$ cat src/rtl/dual_mac16_pkg.sv
package dual_mac16_pkg;
  typedef struct packed {
    logic swap;
    logic sub;
    logic acc_en;
  } dmac_ctrl_t;
endpackage

$ cat src/rtl/dmac_mul.sv
module dmac_mul #(
  parameter int unsigned HALF_W = 16
) (
  input  logic [HALF_W-1:0]   a_i,
  input  logic [HALF_W-1:0]   b_i,
  output logic [2*HALF_W-1:0] p_o
);
  logic signed [2*HALF_W-1:0] a_ext, b_ext;

  always_comb begin
    a_ext = {{HALF_W{a_i[HALF_W-1]}}, a_i};
    b_ext = {{HALF_W{b_i[HALF_W-1]}}, b_i};
    p_o   = a_ext * b_ext;
  end
endmodule

$ cat src/rtl/dmac_combine.sv
module dmac_combine #(
  parameter int unsigned DATA_W = 32
) (
  input  logic [DATA_W-1:0] p_lo_i,
  input  logic [DATA_W-1:0] p_hi_i,
  input  logic [DATA_W-1:0] acc_i,
  input  logic              sub_i,
  input  logic              acc_en_i,
  output logic [DATA_W-1:0] res_o,
  output logic              prod_ovf_o,
  output logic              acc_ovf_o
);
  localparam int unsigned MSB = DATA_W - 1;

  logic [DATA_W-1:0] comb_v, acc_v;

  always_comb begin
    comb_v = sub_i ? (p_lo_i - p_hi_i) : (p_lo_i + p_hi_i);
    // a difference of two 16x16 products always fits; only the sum is checked
    prod_ovf_o = !sub_i && (p_lo_i[MSB] == p_hi_i[MSB]) && (comb_v[MSB] != p_lo_i[MSB]);
    acc_v     = acc_en_i ? acc_i : '0;
    res_o     = comb_v + acc_v;
    acc_ovf_o = acc_en_i && (comb_v[MSB] == acc_i[MSB]) && (res_o[MSB] != comb_v[MSB]);
  end
endmodule

$ cat src/rtl/dual_mac16.sv
module dual_mac16
  import dual_mac16_pkg::*;
#(
  parameter int unsigned HALF_W = 16
) (
  input  logic                clk_i,
  input  logic                rst_ni,
  input  logic                valid_i,
  input  logic                swap_i,
  input  logic                sub_i,
  input  logic                acc_en_i,
  input  logic [2*HALF_W-1:0] op_a_i,
  input  logic [2*HALF_W-1:0] op_b_i,
  input  logic [2*HALF_W-1:0] acc_i,
  input  logic                q_clr_i,
  output logic                valid_o,
  output logic [2*HALF_W-1:0] result_o,
  output logic                q_o
);
  localparam int unsigned DATA_W = 2 * HALF_W;
  localparam int unsigned N_LANE = 2;

  dmac_ctrl_t ctrl;
  assign ctrl = '{swap: swap_i, sub: sub_i, acc_en: acc_en_i};

  logic [HALF_W-1:0] a_h [N_LANE];
  logic [HALF_W-1:0] b_h [N_LANE];
  logic [DATA_W-1:0] prod [N_LANE];

  for (genvar i = 0; i < N_LANE; i++) begin : g_lane
    assign a_h[i] = op_a_i[i*HALF_W +: HALF_W];
    assign b_h[i] = ctrl.swap ? op_b_i[(N_LANE-1-i)*HALF_W +: HALF_W]
                              : op_b_i[i*HALF_W +: HALF_W];
    dmac_mul #(.HALF_W(HALF_W)) u_mul (
      .a_i(a_h[i]),
      .b_i(b_h[i]),
      .p_o(prod[i])
    );
  end

  logic [DATA_W-1:0] res_w;
  logic              prod_ovf_w, acc_ovf_w;

  dmac_combine #(.DATA_W(DATA_W)) u_comb (
    .p_lo_i    (prod[0]),
    .p_hi_i    (prod[1]),
    .acc_i     (acc_i),
    .sub_i     (ctrl.sub),
    .acc_en_i  (ctrl.acc_en),
    .res_o     (res_w),
    .prod_ovf_o(prod_ovf_w),
    .acc_ovf_o (acc_ovf_w)
  );

  always_ff @(posedge clk_i or negedge rst_ni) begin
    if (!rst_ni) begin
      valid_o  <= 1'b0;
      result_o <= '0;
      q_o      <= 1'b0;
    end else begin
      valid_o <= valid_i;
      if (valid_i) result_o <= res_w;
      // a new event wins over a clear in the same cycle
      q_o <= (q_o && !q_clr_i) || (valid_i && (prod_ovf_w || acc_ovf_w));
    end
  end

  assert_sub_no_ovf_R3: assert property (@(posedge clk_i) disable iff (!rst_ni)
    (valid_i && sub_i) |-> !prod_ovf_w);
  assert_min_pair_sets_q_R4: assert property (@(posedge clk_i) disable iff (!rst_ni)
    (valid_i && !sub_i && op_a_i == {2{1'b1, {(HALF_W-1){1'b0}}}}
             && op_b_i == {2{1'b1, {(HALF_W-1){1'b0}}}}) |=> q_o);
  assert_q_sticky_R7: assert property (@(posedge clk_i) disable iff (!rst_ni)
    (q_o && !q_clr_i) |=> q_o);
  assert_q_rise_needs_op_R7: assert property (@(posedge clk_i) disable iff (!rst_ni)
    $rose(q_o) |-> $past(valid_i));
  assert_valid_follows_R8: assert property (@(posedge clk_i) disable iff (!rst_ni)
    valid_i |=> valid_o);
  assert_result_hold_R8: assert property (@(posedge clk_i) disable iff (!rst_ni)
    !valid_i |=> $stable(result_o));
endmodule

$ cat config.mk
export PLATFORM = sky130hd
export DESIGN_NAME = dual_mac16
export DESIGN_NICKNAME = d
export VERILOG_FILES = /design/src/rtl/dual_mac16_pkg.sv /design/src/rtl/dmac_mul.sv /design/src/rtl/dmac_combine.sv /design/src/rtl/dual_mac16.sv
export SDC_FILE = /design/constraint.sdc
export NUM_CORES = 2
export LEC_CHECK = 0
export BUFFER_PORTS_ARGS = -buffer_cell sky130_fd_sc_hd__buf_2
export CAP_MARGIN = 10
export CORE_MARGIN = 1.5
export CORE_UTILIZATION = 40
export CTS_CLUSTER_DIAMETER = 50
export CTS_CLUSTER_SIZE = 16
export DETAILED_ROUTE_END_ITERATION = 12
export PLACE_DENSITY = 0.52
export SLEW_MARGIN = 20
export SYNTH_ARGS = -nofsm -noshare
export SYNTH_HDL_FRONTEND = slang
export SYNTH_SLANG_ARGS = --single-unit
$ cat constraint.sdc
create_clock -name clk_i -period 0.81 [get_ports clk_i]
set_input_delay 0.243 -clock clk_i [delete_from_list [all_inputs] [get_ports clk_i]]
set_output_delay 0.243 -clock clk_i [all_outputs]
set_load 0.1 [all_outputs]
Word-level counts from Yosys, hierarchy flattened
Cells that the tools add are included.
{"block": "word_totals", "register_bits": 34, "word_cells": 26}
{"block": "classes", "n_eq_ne": 4, "mux": 4, "reduce_logical": 10, "add_sub_neg": 3, "mul": 2}
{"cell": "$add 32x32->32", "n": 2}
{"cell": "$mul 16x16->32", "n": 2}
{"cell": "$mux 32", "n": 2}
{"cell": "$mux 16", "n": 2}
{"cell": "$sub 32x32->32", "n": 1}
{"cell": "$logic_and 1x1->1", "n": 6}
{"cell": "$eq 1x1->1", "n": 2}
{"cell": "$logic_not 1->1", "n": 2}
{"cell": "$logic_or 1x1->1", "n": 2}
{"cell": "$ne 1x1->1", "n": 2}

Logic depth before layout (Yosys ltp)
{"block": "depth", "depth_word": 10, "mapped_depth": 48}

Modules after synthesis
From an unflattened synthesis, not the netlist that was laid out.
{"block": "hier_totals", "hier_cells": 2857, "area_unflattened_um2": 25720.9}
{"mod": "dmac_mul (g_lane[0].u_mul)", "area_each_um2": 9963.3, "seq_area_each_um2": 0.0, "cells_each": 1106, "instances": 1}
{"mod": "dmac_mul (g_lane[1].u_mul)", "area_each_um2": 9818.2, "seq_area_each_um2": 0.0, "cells_each": 1073, "instances": 1}
{"mod": "dmac_combine", "area_each_um2": 3990.1, "seq_area_each_um2": 0.0, "cells_each": 569, "instances": 1}
{"mod": "dual_mac16", "area_each_um2": 1949.4, "seq_area_each_um2": 850.8, "cells_each": 109, "instances": 1}

Worst setup path after synthesis
No wires, ideal clock.
{"block": "synth_timing", "kind": "input to register", "startpoint": "input port swap_i", "endpoint": "register result_o[31]", "setup_time_ns": 0.125, "path_buffers": 3, "cell_stages": 44, "t_required_ns": 0.685, "t_arrival_ns": 10.892, "path_slack_ns": -10.207, "path_cell_list": "clkbuf_1 > buf_1 > mux2i_1 > clkbuf_1 > nor2b_1 > fa_1 > inv_1 > fa_1 > fa_1 > fa_1 > inv_1 > fa_1 > inv_1 > fa_1 > inv_1 > ha_1 > a21oi_1 > o21ai_0 > (+8 left out) > ha_1 > and3_1 > a221o_1 > nand2_1 > o21ai_0 > a41o_1 > o21a_1 > nor2_1 > xnor2_1 > ha_1 > a2111oi_0 > nand3_1 > a221oi_1 > o21bai_1 > a21o_1 > xor2_1 > xnor2_1 > mux2_2"}
{"block": "synth_between", "elab_chain_len": 5, "word_cells_on_any_way": 8}
{"item": "start: declaration", "line": "dual_mac16.sv:9", "text": "input logic swap_i,"}
{"item": "$mux 16", "line": "dual_mac16.sv:32", "text": "assign b_h[i] = ctrl.swap ? op_b_i[(N_LANE-1-i)*HALF_W +: HALF_W]"}
{"item": "$mul 16x16->32", "line": "dmac_mul.sv:13", "text": "p_o = a_ext * b_ext;"}
{"item": "$add 32x32->32 / $sub 32x32->32 (equally long branches)", "line": "dmac_combine.sv:18", "text": "comb_v = sub_i ? (p_lo_i - p_hi_i) : (p_lo_i + p_hi_i);"}
{"item": "$mux 32 *", "line": "dmac_combine.sv:18"}
{"item": "$add 32x32->32 *", "line": "dmac_combine.sv:22", "text": "res_o = comb_v + acc_v;"}
{"item": "end signal: assignment", "line": "dual_mac16.sv:62", "text": "if (valid_i) result_o <= res_w;"}
{"item": "end: declaration", "line": "dual_mac16.sv:17", "text": "output logic [2*HALF_W-1:0] result_o,"}
Mark *: on every way between the ends. The rest lies on a longest branch, timed or not.
A chain may end at the register's enable or synchronous reset.

Worst setup path in the final report
Same ends and word-level chain as after synthesis.

==> flow_summary.json <==
{
  "path_clk_slew_ns": 0.06,
  "grt_setup_unrepaired": "yes",
  "synth_area_leaders": "fa_1, ha_1, inv_1",
  "cpMostUsedCell": "fa_1",
  "timing.critical_path.from_type": "input pin",
  "yosys_warnings": 0,
  "tritoncts": "yes",
  "gp_congestion": 0.905,
  "violations": "negative setup slack",
  "slew_viol_final": 0,
  "hold_end": "q_o$_DFF_PN0_",
  "fp.dieW_um": 253,
  "synthArstFlopShare_pct": 100,
  "setup_viol": 67,
  "synth_seq_cells": 34,
  "fp.dieH_um": 253,
  "maxCapViolations": 0,
  "ant_nets": 0,
  "cts_buffers": 5,
  "drt-initial-drc-count": 944,
  "finalSetupTns_ns": -234.66,
  "area_growth_pct": 38.7,
  "slew_headroom_pct": 57.4,
  "critPathRequiredTime_ns": 0.98,
  "setup_slack_ns": -8.83,
  "die-area_mm2": 0.0642,
  "drive_gt1_share_pct": 33.9,
  "fmax_mhz": 104,
  "r2r-start": "result_o[4]$_DFFE_PN0P_",
  "crit_path_end_kind": "register",
  "post-route-drc-count": 0,
  "whs_path_depth": 2,
  "grt_pass1_vias": 23800,
  "grt_overflow": 0,
  "synth_fp_nets": 3686,
  "grt_start_max_net_pins": 35,
  "period_minus_slack_ns": 9.64,
  "h-tree-depth": 2,
  "hold_viol_final": 0,
  "skew_ns": 0,
  "finalNetCount": 4420,
  "synthCells": 2828,
  "status": "finished with violations",
  "hp-start": "q_clr_i",
  "grt_pass1_wl_um": 120000,
  "grt-busiest-layer": "met2",
  "core_mm2": 0.0618,
  "r2r_cells": 2,
  "start_util_pct": 40.6,
  "yosysSeqAreaShare_pct": 3.39,
  "clk_path_buf_depth": 2,
  "first_pass_iters": 5,
  "tightest_slew_ns": 0.637,
  "cts.sinks": 34,
  "avgSynthCellArea_um2": 8.87,
  "synth_top_area_share_pct": 42.0,
  "synth-edff-count": 0,
  "min_period_over_period_pct": 1190,
  "use_met3_pct": 2.17,
  "n_antenna_cell": 0,
  "fin_util_pct": 56.3,
  "io_pins": 137,
  "clock_latency_ns": 0.28,
  "grt_util_all_layers_pct": 23.5,
  "antenna_found_initial": 1,
  "dp.cells": 4318,
  "reg2reg_to": "result_o[4]$_DFFE_PN0P_",
  "cts_root_buf": "clkbuf_16",
  "use_met2_pct": 42.6,
  "hp-class": "in2reg",
  "row_count": 91,
  "crit_fanout": 7,
  "slowest_stage": "fa_1",
  "r2r_slack_ns": -0.19,
  "crit_path_max_incr_delay_ns": 0.52,
  "wl_um": 73500,
  "portBuffers": 136,
  "pre_cts_ws_ns": -9.29,
  "synthesis.area_mm2": 0.0251,
  "use_met1_pct": 30.4,
  "critPathArrivalTime_ns": 9.81,
  "viasPerCell": 4.89,
  "place_hpwl_um": 64300,
  "criticalPathCategory": "in2reg",
  "yosys.cell_types.count": 68,
  "dr_total_vias": 21500,
  "synth_area_leader_cell": "fa_1",
  "instances_no_fill": 4400,
  "cp-startpoint": "swap_i",
  "route.detailed.wl_per_inst_um": 16.7,
  "synthFlopType": "dfrtp_1"
}
==> cells by family after synthesis <==
| group | share of synthesized area, % |
|---|---|
| xor+xnor | 5.33 |
| buf+inv | 10.5 |
| simple gates | 16.3 |
| fa+ha+maj | 53.4 |
| compound gates | 8.25 |
| mux | 2.86 |
| flops | 3.39 |
==> per-layer routing <==
metal  part of all wire [%]  routed length, um
met1                     44              32200
met5                  0.016                 12
met3                    3.2               2340
met4                    2.6               1890
met2                     50              37100
==> worst max-delay path by stage <==
stage | endpoint | slack, ns
2_1_floorplan | result_o[31]$_DFFE_PN0P_ | -8.93
3_3_place_gp | result_o[31]$_DFFE_PN0P_ | -9.14
3_5_place_dp | result_o[31]$_DFFE_PN0P_ | -9.29
4_1_cts | result_o[31]$_DFFE_PN0P_ | -8.81
5_1_grt | result_o[31]$_DFFE_PN0P_ | -9.23
6_report | result_o[31]$_DFFE_PN0P_ | -8.83
==> critical path, delay by kind of cell <==
| kind | cells | cell delay (ns) |
|---|---|---|
| xor gates and xnor gates | 5 | 0.73 |
| muxes | 2 | 0.55 |
| adders and majority gates | 9 | 3.80 |
| and+or+nand+nor | 10 | 1.62 |
| buffers and inverters | 9 | 0.76 |
| AOI/OAI and AO/OA | 10 | 2.10 |
==> flip-flops by register name (all words and copies together), names as in the netlist <==
register,flops
result_o,32
q_o,1
valid_o,1
==> metrics by stage <==
| stage | cell area, um2 | hold slack (ns) |
|---|---|---|
| global placement | 32300 | 0.219 |
| detailed placement | 32300 | 0.221 |
| floorplan | 25800 | -0.0526 |
| global route | 34800 | 0.210 |
| CTS | 33500 | 0.205 |
| finish | 34800 | 0.209 |
==> synthesized netlist by cell type, drive strengths merged (3+ instances only) <==
library cell,number
nor4,7
mux2i,12
xnor2,118
nor3b,5
a211oi,10
nor3,30
and2,145
o21bai,17
o31a,5
o211ai,5
nor2,82
dfrtp,34
xor2,32
a31o,6
nor2b,123
o31ai,6
a21o,34
and3,14
or2,27
a311oi,3
a2111oi,3
a211o,8
or3,11
nand4,9
mux2,53
clkbuf,78
a21oi,99
nand3,26
a21boi,6
a22oi,5
nand2,291
o21ai,54
nand3b,3
nand2b,31
ha,229
inv,618
a31oi,23
o2111ai,3
fa,526
buf,4
o21a,17
==> what timing repair did <==
action,CTS,global route
resized for setup,131,195
setup buffers,36,38
pin swaps,92,130
endpoints found under the hold margin,34,0
hold buffers,1,0
gates cloned,2,0
endpoints found under the setup margin,67,67
==> placed cells by master (no fill, tap or decap), types with 67 or more instances in the layout <==
master,instances
buf_4,606
inv_1,602
xnor2_1,91
nor2b_1,116
buf_2,101
and2_1,137
nor2_1,71
fa_1,517
nand2_1,275
a21oi_1,67
ha_1,174
==> area by class of cell <==
class | instances | area, um2
Inverter | 618 | 2320
Sequential cell | 34 | 978
Timing Repair Buffer | 808 | 6670
Clock inverter | 3 | 40.0
Multi-Input combinational cell | 2095 | 23600
Fill cell | 5600 | 27000
Clock buffer | 5 | 125
Tap cell | 837 | 1050
Power is not shown: default switching activity piles up to over one toggle a cycle in this logic, so the estimate is an artifact.
